## config.mk

```make
export PLATFORM = sky130hd
export DESIGN_NAME = rank_pwr_ctl
export DESIGN_NICKNAME = d
export VERILOG_FILES = /design/src/rtl/rank_pwr_pkg.sv /design/src/rtl/rank_pwr_policy.sv /design/src/rtl/rank_pwr_lanes.sv /design/src/rtl/rank_pwr_ctl.sv
export SDC_FILE = /design/constraint.sdc
export NUM_CORES = 1
export LEC_CHECK = 0
export ABC_CLOCK_PERIOD_IN_PS = 2000
export BUFFER_PORTS_ARGS = -buffer_cell sky130_fd_sc_hd__buf_2
export CORE_ASPECT_RATIO = 1.4
export CORE_MARGIN = 5
export CORE_UTILIZATION = 53
export CTS_CLUSTER_SIZE = 8
export DETAILED_ROUTE_END_ITERATION = 8
export GPL_TIMING_DRIVEN = 0
export PLACE_DENSITY = 0.77
export SETUP_SLACK_MARGIN = 0.4
export SKIP_CTS_REPAIR_TIMING = 1
export SYNTH_ARGS = -nofsm -noshare
export SYNTH_HDL_FRONTEND = slang
export SYNTH_SLANG_ARGS = --single-unit
```

## constraint.sdc

```tcl
create_clock -name clk -period 2 [get_ports clk]
set_clock_uncertainty 0.1 [all_clocks]
set_input_delay 0.6 -clock clk [delete_from_list [all_inputs] [get_ports clk]]
set_output_delay 0.6 -clock clk [all_outputs]
set_load 0.01 [all_outputs]
```

## src/rtl/rank_pwr_pkg.sv

```systemverilog
package rank_pwr_pkg;

  // Processor power state codes seen on cpuState
  typedef enum logic [2:0] {
    CPU_C0   = 3'd0,
    CPU_C1   = 3'd1,
    CPU_C1E  = 3'd2,
    CPU_C3   = 3'd3,
    CPU_C6   = 3'd4,
    CPU_S3   = 3'd5,
    CPU_S4   = 3'd6,
    CPU_RSVD = 3'd7
  } cpu_state_e;

  // Per-rank power condition
  typedef enum logic [1:0] {
    RK_UP    = 2'd0,
    RK_PRECH = 2'd1,
    RK_DOWN  = 2'd2,
    RK_WAKE  = 2'd3
  } rank_state_e;

  // Refresh bracketing sequence
  typedef enum logic [1:0] {
    REF_IDLE  = 2'd0,
    REF_WAKE  = 2'd1,
    REF_GRANT = 2'd2,
    REF_DROP  = 2'd3
  } ref_state_e;

  // Strobes from the policy control to the rank datapath
  typedef struct packed {
    logic forceDown;  // self-refresh or power-off: every rank off
    logic wakeAll;    // refresh bracket: bring every populated rank up
    logic dropAll;    // refresh finished: put every rank down
    logic holdOff;    // refresh in progress: no grants, no idle power-down
  } lane_ctl_t;

endpackage

```

## src/rtl/rank_pwr_policy.sv

```systemverilog
module rank_pwr_policy
  import rank_pwr_pkg::*;
(
  input  logic       clk,
  input  logic       rstN,
  input  logic [2:0] cpuState,
  input  logic       gfxExternal,
  input  logic       gfxIdle,
  input  logic       dispPending,
  input  logic       singleDisplay,
  input  logic       memReqPending,
  input  logic       dynPdEn,
  input  logic       refreshReq,
  input  logic       refreshDone,
  input  logic       allUp,
  output lane_ctl_t  laneCtl,
  output logic       refreshGrant,
  output logic       srActive,
  output logic       srEnter,
  output logic       srExit,
  output logic       memOff
);

  cpu_state_e cpuNow;
  ref_state_e refState;
  logic       deepIdle;
  logic       gfxQuiet;
  logic       srWanted;
  logic       refStartOk;
  logic       isS4;

  assign cpuNow   = cpu_state_e'(cpuState);
  assign deepIdle = (cpuNow == CPU_C3) || (cpuNow == CPU_C6);
  assign isS4     = (cpuNow == CPU_S4);
  assign gfxQuiet = gfxIdle && !dispPending && singleDisplay;

  // Target memory condition from processor state and graphics/request status
  always_comb begin
    srWanted = 1'b0;
    if (cpuNow == CPU_S3) begin
      srWanted = 1'b1;
    end else if (deepIdle) begin
      srWanted = gfxExternal ? !memReqPending : gfxQuiet;
    end
  end

  assign refStartOk = refreshReq && !srWanted && !srActive && !memOff && !isS4;

  // Self-refresh and power-off tracking
  always_ff @(posedge clk) begin
    if (!rstN) begin
      srActive <= 1'b0;
      srEnter  <= 1'b0;
      srExit   <= 1'b0;
      memOff   <= 1'b0;
    end else begin
      srEnter <= 1'b0;
      srExit  <= 1'b0;
      memOff  <= isS4;
      if (!srActive && srWanted && (refState == REF_IDLE)) begin
        srActive <= 1'b1;
        srEnter  <= 1'b1;
      end else if (srActive && !srWanted) begin
        srActive <= 1'b0;
        srExit   <= 1'b1;
      end
    end
  end

  // Refresh bracket: wake all, grant, drop all
  always_ff @(posedge clk) begin
    if (!rstN) begin
      refState <= REF_IDLE;
    end else if (isS4) begin
      refState <= REF_IDLE;
    end else begin
      case (refState)
        REF_IDLE:  if (refStartOk)  refState <= REF_WAKE;
        REF_WAKE:  if (allUp)       refState <= REF_GRANT;
        REF_GRANT: if (refreshDone) refState <= REF_DROP;
        REF_DROP:                   refState <= REF_IDLE;
        default:                    refState <= REF_IDLE;
      endcase
    end
  end

  always_comb begin
    laneCtl.forceDown = srActive || memOff;
    laneCtl.wakeAll   = (refState == REF_WAKE);
    laneCtl.dropAll   = (refState == REF_DROP) && dynPdEn;
    laneCtl.holdOff   = (refState != REF_IDLE);
  end

  assign refreshGrant = (refState == REF_GRANT);

endmodule

```

## src/rtl/rank_pwr_lanes.sv

```systemverilog
module rank_pwr_lanes
  import rank_pwr_pkg::*;
#(
  parameter int NUM_RANKS = 4,
  parameter int IDLE_W    = 8,
  parameter int EXIT_W    = 3
) (
  input  logic                 clk,
  input  logic                 rstN,
  input  lane_ctl_t            laneCtl,
  input  logic                 dynPdEn,
  input  logic                 prechargeMode,
  input  logic [IDLE_W-1:0]    idleLimit,
  input  logic [EXIT_W-1:0]    exitDelay,
  input  logic [NUM_RANKS-1:0] rankPopulated,
  input  logic [NUM_RANKS-1:0] rankAccess,
  input  logic [NUM_RANKS-1:0] prechargeDone,
  output logic [NUM_RANKS-1:0] cke,
  output logic [NUM_RANKS-1:0] rankGrant,
  output logic [NUM_RANKS-1:0] prechargeReq,
  output logic                 allUp
);

  localparam logic [IDLE_W-1:0] IDLE_ONE = IDLE_W'(1);
  localparam logic [EXIT_W-1:0] EXIT_ONE = EXIT_W'(1);

  logic [NUM_RANKS-1:0] rankReady;

  for (genvar g = 0; g < NUM_RANKS; g++) begin : g_rank
    rank_state_e       rankSt;
    logic [IDLE_W-1:0] idleCnt;
    logic [EXIT_W-1:0] exitCnt;
    logic              live;

    assign live = rankPopulated[g] && !laneCtl.forceDown;

    always_ff @(posedge clk) begin
      if (!rstN) begin
        rankSt  <= RK_DOWN;
        idleCnt <= '0;
        exitCnt <= '0;
      end else if (!live) begin
        rankSt <= RK_DOWN;
      end else begin
        case (rankSt)
          RK_UP: begin
            if (laneCtl.dropAll) begin
              rankSt <= RK_DOWN;
            end else if (rankAccess[g]) begin
              idleCnt <= idleLimit;
            end else if (idleCnt != '0) begin
              idleCnt <= idleCnt - IDLE_ONE;
            end else if (dynPdEn && !laneCtl.holdOff) begin
              rankSt <= prechargeMode ? RK_PRECH : RK_DOWN;
            end
          end
          RK_PRECH: begin
            if (laneCtl.wakeAll) begin
              rankSt  <= RK_UP;
              idleCnt <= idleLimit;
            end else if (prechargeDone[g]) begin
              rankSt <= RK_DOWN;
            end
          end
          RK_DOWN: begin
            if (rankAccess[g] || laneCtl.wakeAll) begin
              rankSt  <= RK_WAKE;
              exitCnt <= exitDelay;
            end
          end
          RK_WAKE: begin
            if (exitCnt == '0) begin
              rankSt  <= RK_UP;
              idleCnt <= idleLimit;
            end else begin
              exitCnt <= exitCnt - EXIT_ONE;
            end
          end
          default: rankSt <= RK_DOWN;
        endcase
      end
    end

    assign cke[g]          = live && (rankSt != RK_DOWN);
    assign prechargeReq[g] = live && (rankSt == RK_PRECH);
    assign rankGrant[g]    = live && !laneCtl.holdOff && (rankSt == RK_UP) && rankAccess[g];
    assign rankReady[g]    = !rankPopulated[g] || (rankSt == RK_UP);
  end

  assign allUp = &rankReady;

endmodule

```

## src/rtl/rank_pwr_ctl.sv

```systemverilog
module rank_pwr_ctl
  import rank_pwr_pkg::*;
#(
  parameter int NUM_RANKS = 4,
  parameter int IDLE_W    = 8,
  parameter int EXIT_W    = 3
) (
  input  logic                 clk,
  input  logic                 rstN,
  input  logic [2:0]           cpuState,
  input  logic                 gfxExternal,
  input  logic                 gfxIdle,
  input  logic                 dispPending,
  input  logic                 singleDisplay,
  input  logic                 memReqPending,
  input  logic                 dynPdEn,
  input  logic                 prechargeMode,
  input  logic [IDLE_W-1:0]    idleLimit,
  input  logic [EXIT_W-1:0]    exitDelay,
  input  logic [NUM_RANKS-1:0] rankPopulated,
  input  logic [NUM_RANKS-1:0] rankAccess,
  output logic [NUM_RANKS-1:0] rankGrant,
  output logic [NUM_RANKS-1:0] cke,
  output logic [NUM_RANKS-1:0] prechargeReq,
  input  logic [NUM_RANKS-1:0] prechargeDone,
  input  logic                 refreshReq,
  input  logic                 refreshDone,
  output logic                 refreshGrant,
  output logic                 srActive,
  output logic                 srEnter,
  output logic                 srExit,
  output logic                 memOff
);

  lane_ctl_t laneCtl;
  logic      allUp;

  rank_pwr_policy i_policy (
    .clk          (clk),
    .rstN         (rstN),
    .cpuState     (cpuState),
    .gfxExternal  (gfxExternal),
    .gfxIdle      (gfxIdle),
    .dispPending  (dispPending),
    .singleDisplay(singleDisplay),
    .memReqPending(memReqPending),
    .dynPdEn      (dynPdEn),
    .refreshReq   (refreshReq),
    .refreshDone  (refreshDone),
    .allUp        (allUp),
    .laneCtl      (laneCtl),
    .refreshGrant (refreshGrant),
    .srActive     (srActive),
    .srEnter      (srEnter),
    .srExit       (srExit),
    .memOff       (memOff)
  );

  rank_pwr_lanes #(
    .NUM_RANKS(NUM_RANKS),
    .IDLE_W   (IDLE_W),
    .EXIT_W   (EXIT_W)
  ) i_lanes (
    .clk          (clk),
    .rstN         (rstN),
    .laneCtl      (laneCtl),
    .dynPdEn      (dynPdEn),
    .prechargeMode(prechargeMode),
    .idleLimit    (idleLimit),
    .exitDelay    (exitDelay),
    .rankPopulated(rankPopulated),
    .rankAccess   (rankAccess),
    .prechargeDone(prechargeDone),
    .cke          (cke),
    .rankGrant    (rankGrant),
    .prechargeReq (prechargeReq),
    .allUp        (allUp)
  );

endmodule

```

; Word level (Yosys, flattened, before mapping)
; Cells that the tools add are included.
; W data, S select, Z words.
[word_totals]
register_bits = 58
input_bits = 37
wordCells = 270
[op_classes]
addsub = 8
n_eq_ne = 66
n_mux = 78
bitwise_logic = 1
reduce_logical = 100
[ops]
columns = cell, count
row1 = $mux W8, 17
row2 = $pmux W8 S3, 4
row3 = $mux W2, 33
row4 = $ne A3 B2 Y1 const B, 18
row5 = $reduce_and A6 Y1, 8
row6 = $pmux W2 S4, 5
row7 = $logic_and A1 B1 Y1, 35
row8 = $reduce_bool A8 Y1, 4
row9 = $sub A8 B1 Y8 const B, 4
row10 = $ne A2 B2 Y1 const B, 14
row11 = $ne A2 B1 Y1 const B, 13
row12 = $mux W3, 8
row13 = $pmux W3 S2, 4
row14 = $eq A2 B2 Y1 const B, 10
row15 = $reduce_and A4 Y1, 5
row16 = $logic_not A1 Y1, 12
row17 = $logic_not A3 Y1, 4
row18 = $reduce_bool A2 Y1, 6
row19 = $reduce_bool A3 Y1, 4
row20 = $sub A3 B1 Y3 const B, 4
row21 = $eq A2 B1 Y1 const B, 5
row22 = $logic_not A2 Y1, 5
row23 = $logic_or A1 B1 Y1, 10
row24 = $eq A3 B3 Y1 const B, 3
row25 = 7 further kinds, 18

; Longest topological paths before layout
[logic_depth]
depth_word = 13
ltp_mapped = 9

; Hierarchy
; A second synthesis with hierarchy kept.
[hier_totals]
hier_cells = 549
hier_area_um2 = 4219.0
[modules_own_cells]
columns = mod, instances, cells_per_inst, area_each_um2, seq_area_each_um2
row1 = rank_pwr_lanes, 1, 501, 3798.6, 1041.0
row2 = rank_pwr_policy, 1, 48, 420.4, 120.1

; Least setup slack after synthesis
; Ideal clock, no wire load.
[synth_timing]
path_type = input to register
startpoint = input port rankAccess[3]
endpoint = register i_lanes.g_rank[3].idleCnt[2]
setup_ps = 128
t_arrival_ps = 1816
required_ps = 1772
setup_slack_ps = -44
path_stages = 6
path_cell_list = nor4b_1 -> a21oi_1 -> o31ai_2 -> buf_6 -> mux2i_1 -> o21ai_1
[synth_via]
elab_chain_len = 3
elab_cells_between_ends = 5
[synth_rtl]
columns = item, line
row1 = start: declaration, rank_pwr_ctl.sv:21  ; input logic [NUM_RANKS-1:0] rankAccess,
row2 = $mux W8, rank_pwr_lanes.sv:49  ; end else if (rankAccess[g]) begin
row3 = $mux W8, rank_pwr_lanes.sv:47  ; if (laneCtl.dropAll) begin
row4 = $pmux W8 S3, rank_pwr_lanes.sv:45  ; case (rankSt)
row5 = end signal: assignment, rank_pwr_lanes.sv:50  ; idleCnt <= idleLimit;
row6 = end signal: assignment, rank_pwr_lanes.sv:52  ; idleCnt <= idleCnt - IDLE_ONE;
row7 = end signal: assignment, rank_pwr_lanes.sv:60  ; idleCnt <= idleLimit;
row8 = end: declaration, rank_pwr_lanes.sv:31  ; logic [IDLE_W-1:0] idleCnt;
; Several ways; a longest one is shown, not always the timed one. The select of a mux whose other input is x is not followed.
; A chain may end at the register's enable or synchronous reset.

; Final worst setup path
[layout_timing]
startpoint = register i_policy.srActive
endpoint = output port rankGrant[2]
[layout_via]
elab_chain_len = 6
[layout_rtl]
columns = item, line
row1 = start: declaration, rank_pwr_policy.sv:18  ; output logic srActive,
row2 = start signal: assignment, rank_pwr_policy.sv:52  ; srActive <= 1'b0;
row3 = start signal: assignment, rank_pwr_policy.sv:61  ; srActive <= 1'b1;
row4 = start signal: assignment, rank_pwr_policy.sv:64  ; srActive <= 1'b0;
row5 = $logic_or A1 B1 Y1, rank_pwr_policy.sv:88  ; laneCtl.forceDown = srActive || memOff;
row6 = $logic_not A1 Y1, rank_pwr_lanes.sv:35  ; assign live = rankPopulated[g] && !laneCtl.forceDown;
row7 = $logic_and A1 B1 Y1, rank_pwr_lanes.sv:35
row8 = $logic_and A1 B1 Y1 (3 in series), rank_pwr_lanes.sv:86  ; assign rankGrant[g] = live && !laneCtl.holdOff && (rankSt == RK_UP) && rankAccess[g];
row9 = end: declaration, rank_pwr_ctl.sv:22  ; output logic [NUM_RANKS-1:0] rankGrant,
; Every way passes these cells.

==> key figures <==
Logic synthesis
  • Largest cells by area after synthesis: dfxtp_1, ha_1, nand2_1, nor2_1, a21oi_1
  • Syn avg cell area: 7.63 sq um
  • Ys flop type: dfxtp_1
  • Post-synthesis async set-or-reset flop share: 0%
  • Post-synthesis register bit count: 58
  • Simple-Gate Fraction of Synth Area: 30.1%
  • Cells after synthesis: 547
  • EDFF count, synth: 0
  • Synth top area share: 27.8%
  • Post-Syn Area: 0.00417 sq mm
  • Largest family of logic cells by synthesized area: simple AND/OR/NAND/NOR gates
  • Compound-Gate Fraction of Synth Area: 25.6%
  • Sequential area share after synthesis: 27.8%
  • Unique masters post-synth: 76
  • Post-Synth XOR/XNOR Area: 0%
  • Area leader, netlist: dfxtp_1
  • Synth Area in Adders: 6.30%
  • Post-synthesis mux area share: 3.60%
  • Post-Syn Nets: 605
  • Ys Warns: 0

Floorplanning
  • Initial core utilization: 54.2%
  • Die area: 0.00977 sq mm
  • Chip width: 85.0 microns
  • Core Region: 0.00770 sq mm
  • Top-level I/O count: 54
  • Die Ht: 115 microns
  • Rows: 38

Routing
  • Routed wire per std cell: 19.5 microns
  • DRT Wirelength: 14.7 mm
  • Vias per cell: 6.27
  • DRT iter0 DRCs: 324
  • Remaining antenna violation count: 0
  • Drt first pass iters: 5
  • Drt drc: 0
  • DR vias: 4737

Worst hold path
  • Worst Hold Path EP: i_lanes.g_rank[1].idleCnt[6]
  • Worst Hold Depth: 2
  • Hold Path Class: register to register
  • Hold_sp: i_lanes.g_rank[1].idleCnt[6]

Timing
  • Crit path time final: 2.27 ns
  • Final hold violation count: 0
  • Final worst-path cycle share: 114%
  • RSZ-0062 raised after global routing: true
  • Final setup viols: 33
  • Actual slew at the worst max-slew pin: 0.890 ns
  • Max Clk Rate: 440 MHz
  • Setup TNS: -3.49 ns
  • Slew Viols, Final: 0
  • Setup ws final: -0.272 ns
  • Slew headroom: 40.7%

Global route
  • Vias in the first global route: 4177
  • GRT Overall Usage: 25.8%
  • Initial antenna violation count: 0
  • Largest net degree at the start of global routing: 11
  • Gr ovfl total: 0
  • First-pass GRT wire length: 20.2 mm

Final layout
  • Area growth syn-to-layout: 41.5%
  • Nets@finish: 708
  • Fill cells: 524
  • Design area: 0.00590 sq mm
  • Most common cell after layout, fill and taps aside: nand2_1
  • N_diodes: 0
  • Commonest cells after routing, fill and taps aside: nand2_1, nor2_1, dfxtp_1
  • Non-filler cells, final: 755
  • Layout cells sized above 1: 39.1%

Worst setup path
  • Critical Path AT: 1.57 ns
  • Cell breakdown of the critical path: buf_6 -> or3b_4 -> nor3_2 -> buf_2
  • R2R depth: 8
  • Startpoint Class: register
  • Register-to-register setup slack: -0.16 ns
  • Req. time, crit path: 1.30 ns
  • CP Capture Type: output port
  • Reg2reg start: i_policy.refState[0]
  • Reg2reg end: i_lanes.g_rank[0].idleCnt[2]
  • WP buf/inv: 2
  • Critical path peak fanout: 5
  • Worst path top cell family by delay: simple AND/OR/NAND/NOR gates
  • Max incr delay on CP: 0.43 ns
  • Slowest cell on crit path: or3b_4
  • Critical path class: register to output port

Placed design
  • Placed cells: 700
  • DP Wirelength: 9.25 mm
  • Placed Instance Area: 0.00489 sq mm
  • GPL Wtd Cong: 0.889
  • Port Buffer Count: 53

Flow run
  • Number of max-cap violations: 0

Pwr
  • Seq pwr share: 29.5%
  • Worst vdd ir: 0.578 mV
  • P_int: 2.86 mW
  • PD cells: 808 mW/mm^2
  • Switching share of power: 40.1%
  • Clock share of power: 20.6%
  • Comb pwr share: 49.9%
  • Leakage: 2.42 nW
  • Psw: 1.91 mW

Outcome
  • Violated checks: setup timing
  • Status: complete, but fails checks

Clock network
  • Skew-Pair Late Insertion Delay: 0.35 ns
  • Clock Path Buffers: 2
  • Cts bufs inserted: 9
  • CTS tree: built
  • CTS clk-pin slew, worst paths: 0.07 ns
  • Sink Count: 58
  • Clock Tree Root: clkbuf_8
  • Number of H-tree levels: 3
[cell families after synthesis]
logic type | Yosys count
AOI/OAI and AO/OA | 159
adders and majority gates | 21
buffers and inverters | 57
DFF | 58
muxes | 15
and+or+nand+nor | 237
[power by group through the flow]
stage          Clock (mW)  Sequential, mW  Combinational, mW
5_1_grt              1.03            1.42               2.55
6_report            0.981            1.41               2.38
3_3_place_gp            0            1.40               1.60
2_1_floorplan           0            1.39               1.29
3_5_place_dp            0            1.41               1.65
4_1_cts             0.980            1.38               1.66
[tightest hold or removal path, delay by kind of cell, from the launching register on]
kind | cells | cell delay (ns)
AOI/OAI and AO/OA | 2 | 0.10
DFF | 1 | 0.32
[metal layers]
metal	share of wire (%)	track usage, %
met2	50	44.6
met1	38	30.6
met4	4.9	13.3
met5	0	0
met3	6.3	4.01
[Yosys cell counts, drive strengths merged, types with 3 or more instances]
master / instances
nand4: 3
nand2b: 7
buf: 9
nor4b: 3
mux2i: 15
nor3b: 9
nand3b: 7
o21ai: 36
o211ai: 8
nor2b: 5
clkbuf: 21
a32oi: 3
nor3: 17
or3b: 3
o22ai: 6
nand3: 20
a21o: 4
nor4: 5
a31o: 4
ha: 21
or2: 7
and3: 6
inv: 26
nor2: 59
a21oi: 43
a211oi: 9
o221ai: 5
dfxtp: 58
or3: 6
and2: 10
a22oi: 3
o31ai: 14
nand2: 61
[worst max-delay path by stage]
stage,cells past startpoint,endpoint,from
after floorplan,2,rankGrant[1],rankPopulated[1]
after global placement,7,i_lanes.g_rank[0].idleCnt[0],rankAccess[0]
after detailed placement,7,i_lanes.g_rank[0].idleCnt[0],rankAccess[0]
after CTS,5,rankGrant[1],i_lanes.g_rank[1].rankSt[0]
after global routing,4,prechargeReq[2],i_lanes.g_rank[2].rankSt[0]
final,4,rankGrant[2],i_policy.srActive
[per-stage QoR]
step	total power, mW	setup slack [ns]	hold WS (ns)	utilization [%]
2_1_floorplan	2.68	0.0307	0.354	-
3_3_place_gp	3.00	-0.313	0.363	63.5
3_5_place_dp	3.06	-0.328	0.382	63.5
4_1_cts	4.02	-0.344	0.391	65.6
5_1_grt	5.00	-0.308	0.395	76.6
6_report	4.77	-0.272	0.374	76.6
[registers in the layout, indices dropped and copies added (netlist names)]
signal / count
i_lanes.g_rank.exitCnt: 12
i_lanes.g_rank.idleCnt: 32
i_lanes.g_rank.rankSt: 8
i_policy.memOff: 1
i_policy.refState: 2
i_policy.srActive: 1
i_policy.srEnter: 1
i_policy.srExit: 1
[area by class of cell]
cell class	instances	area, sq um	area share (%)
clock inverter	3	15.0	0.254
sequential	58	1180	20.0
multi-input combinational	432	3380	57.3
buffer	30	240	4.07
inverter	27	125	2.12
timing repair buffer	92	684	11.6
clock buffer	13	149	2.52
tap	100	125	2.12
Power figures use the tool's default switching activity.
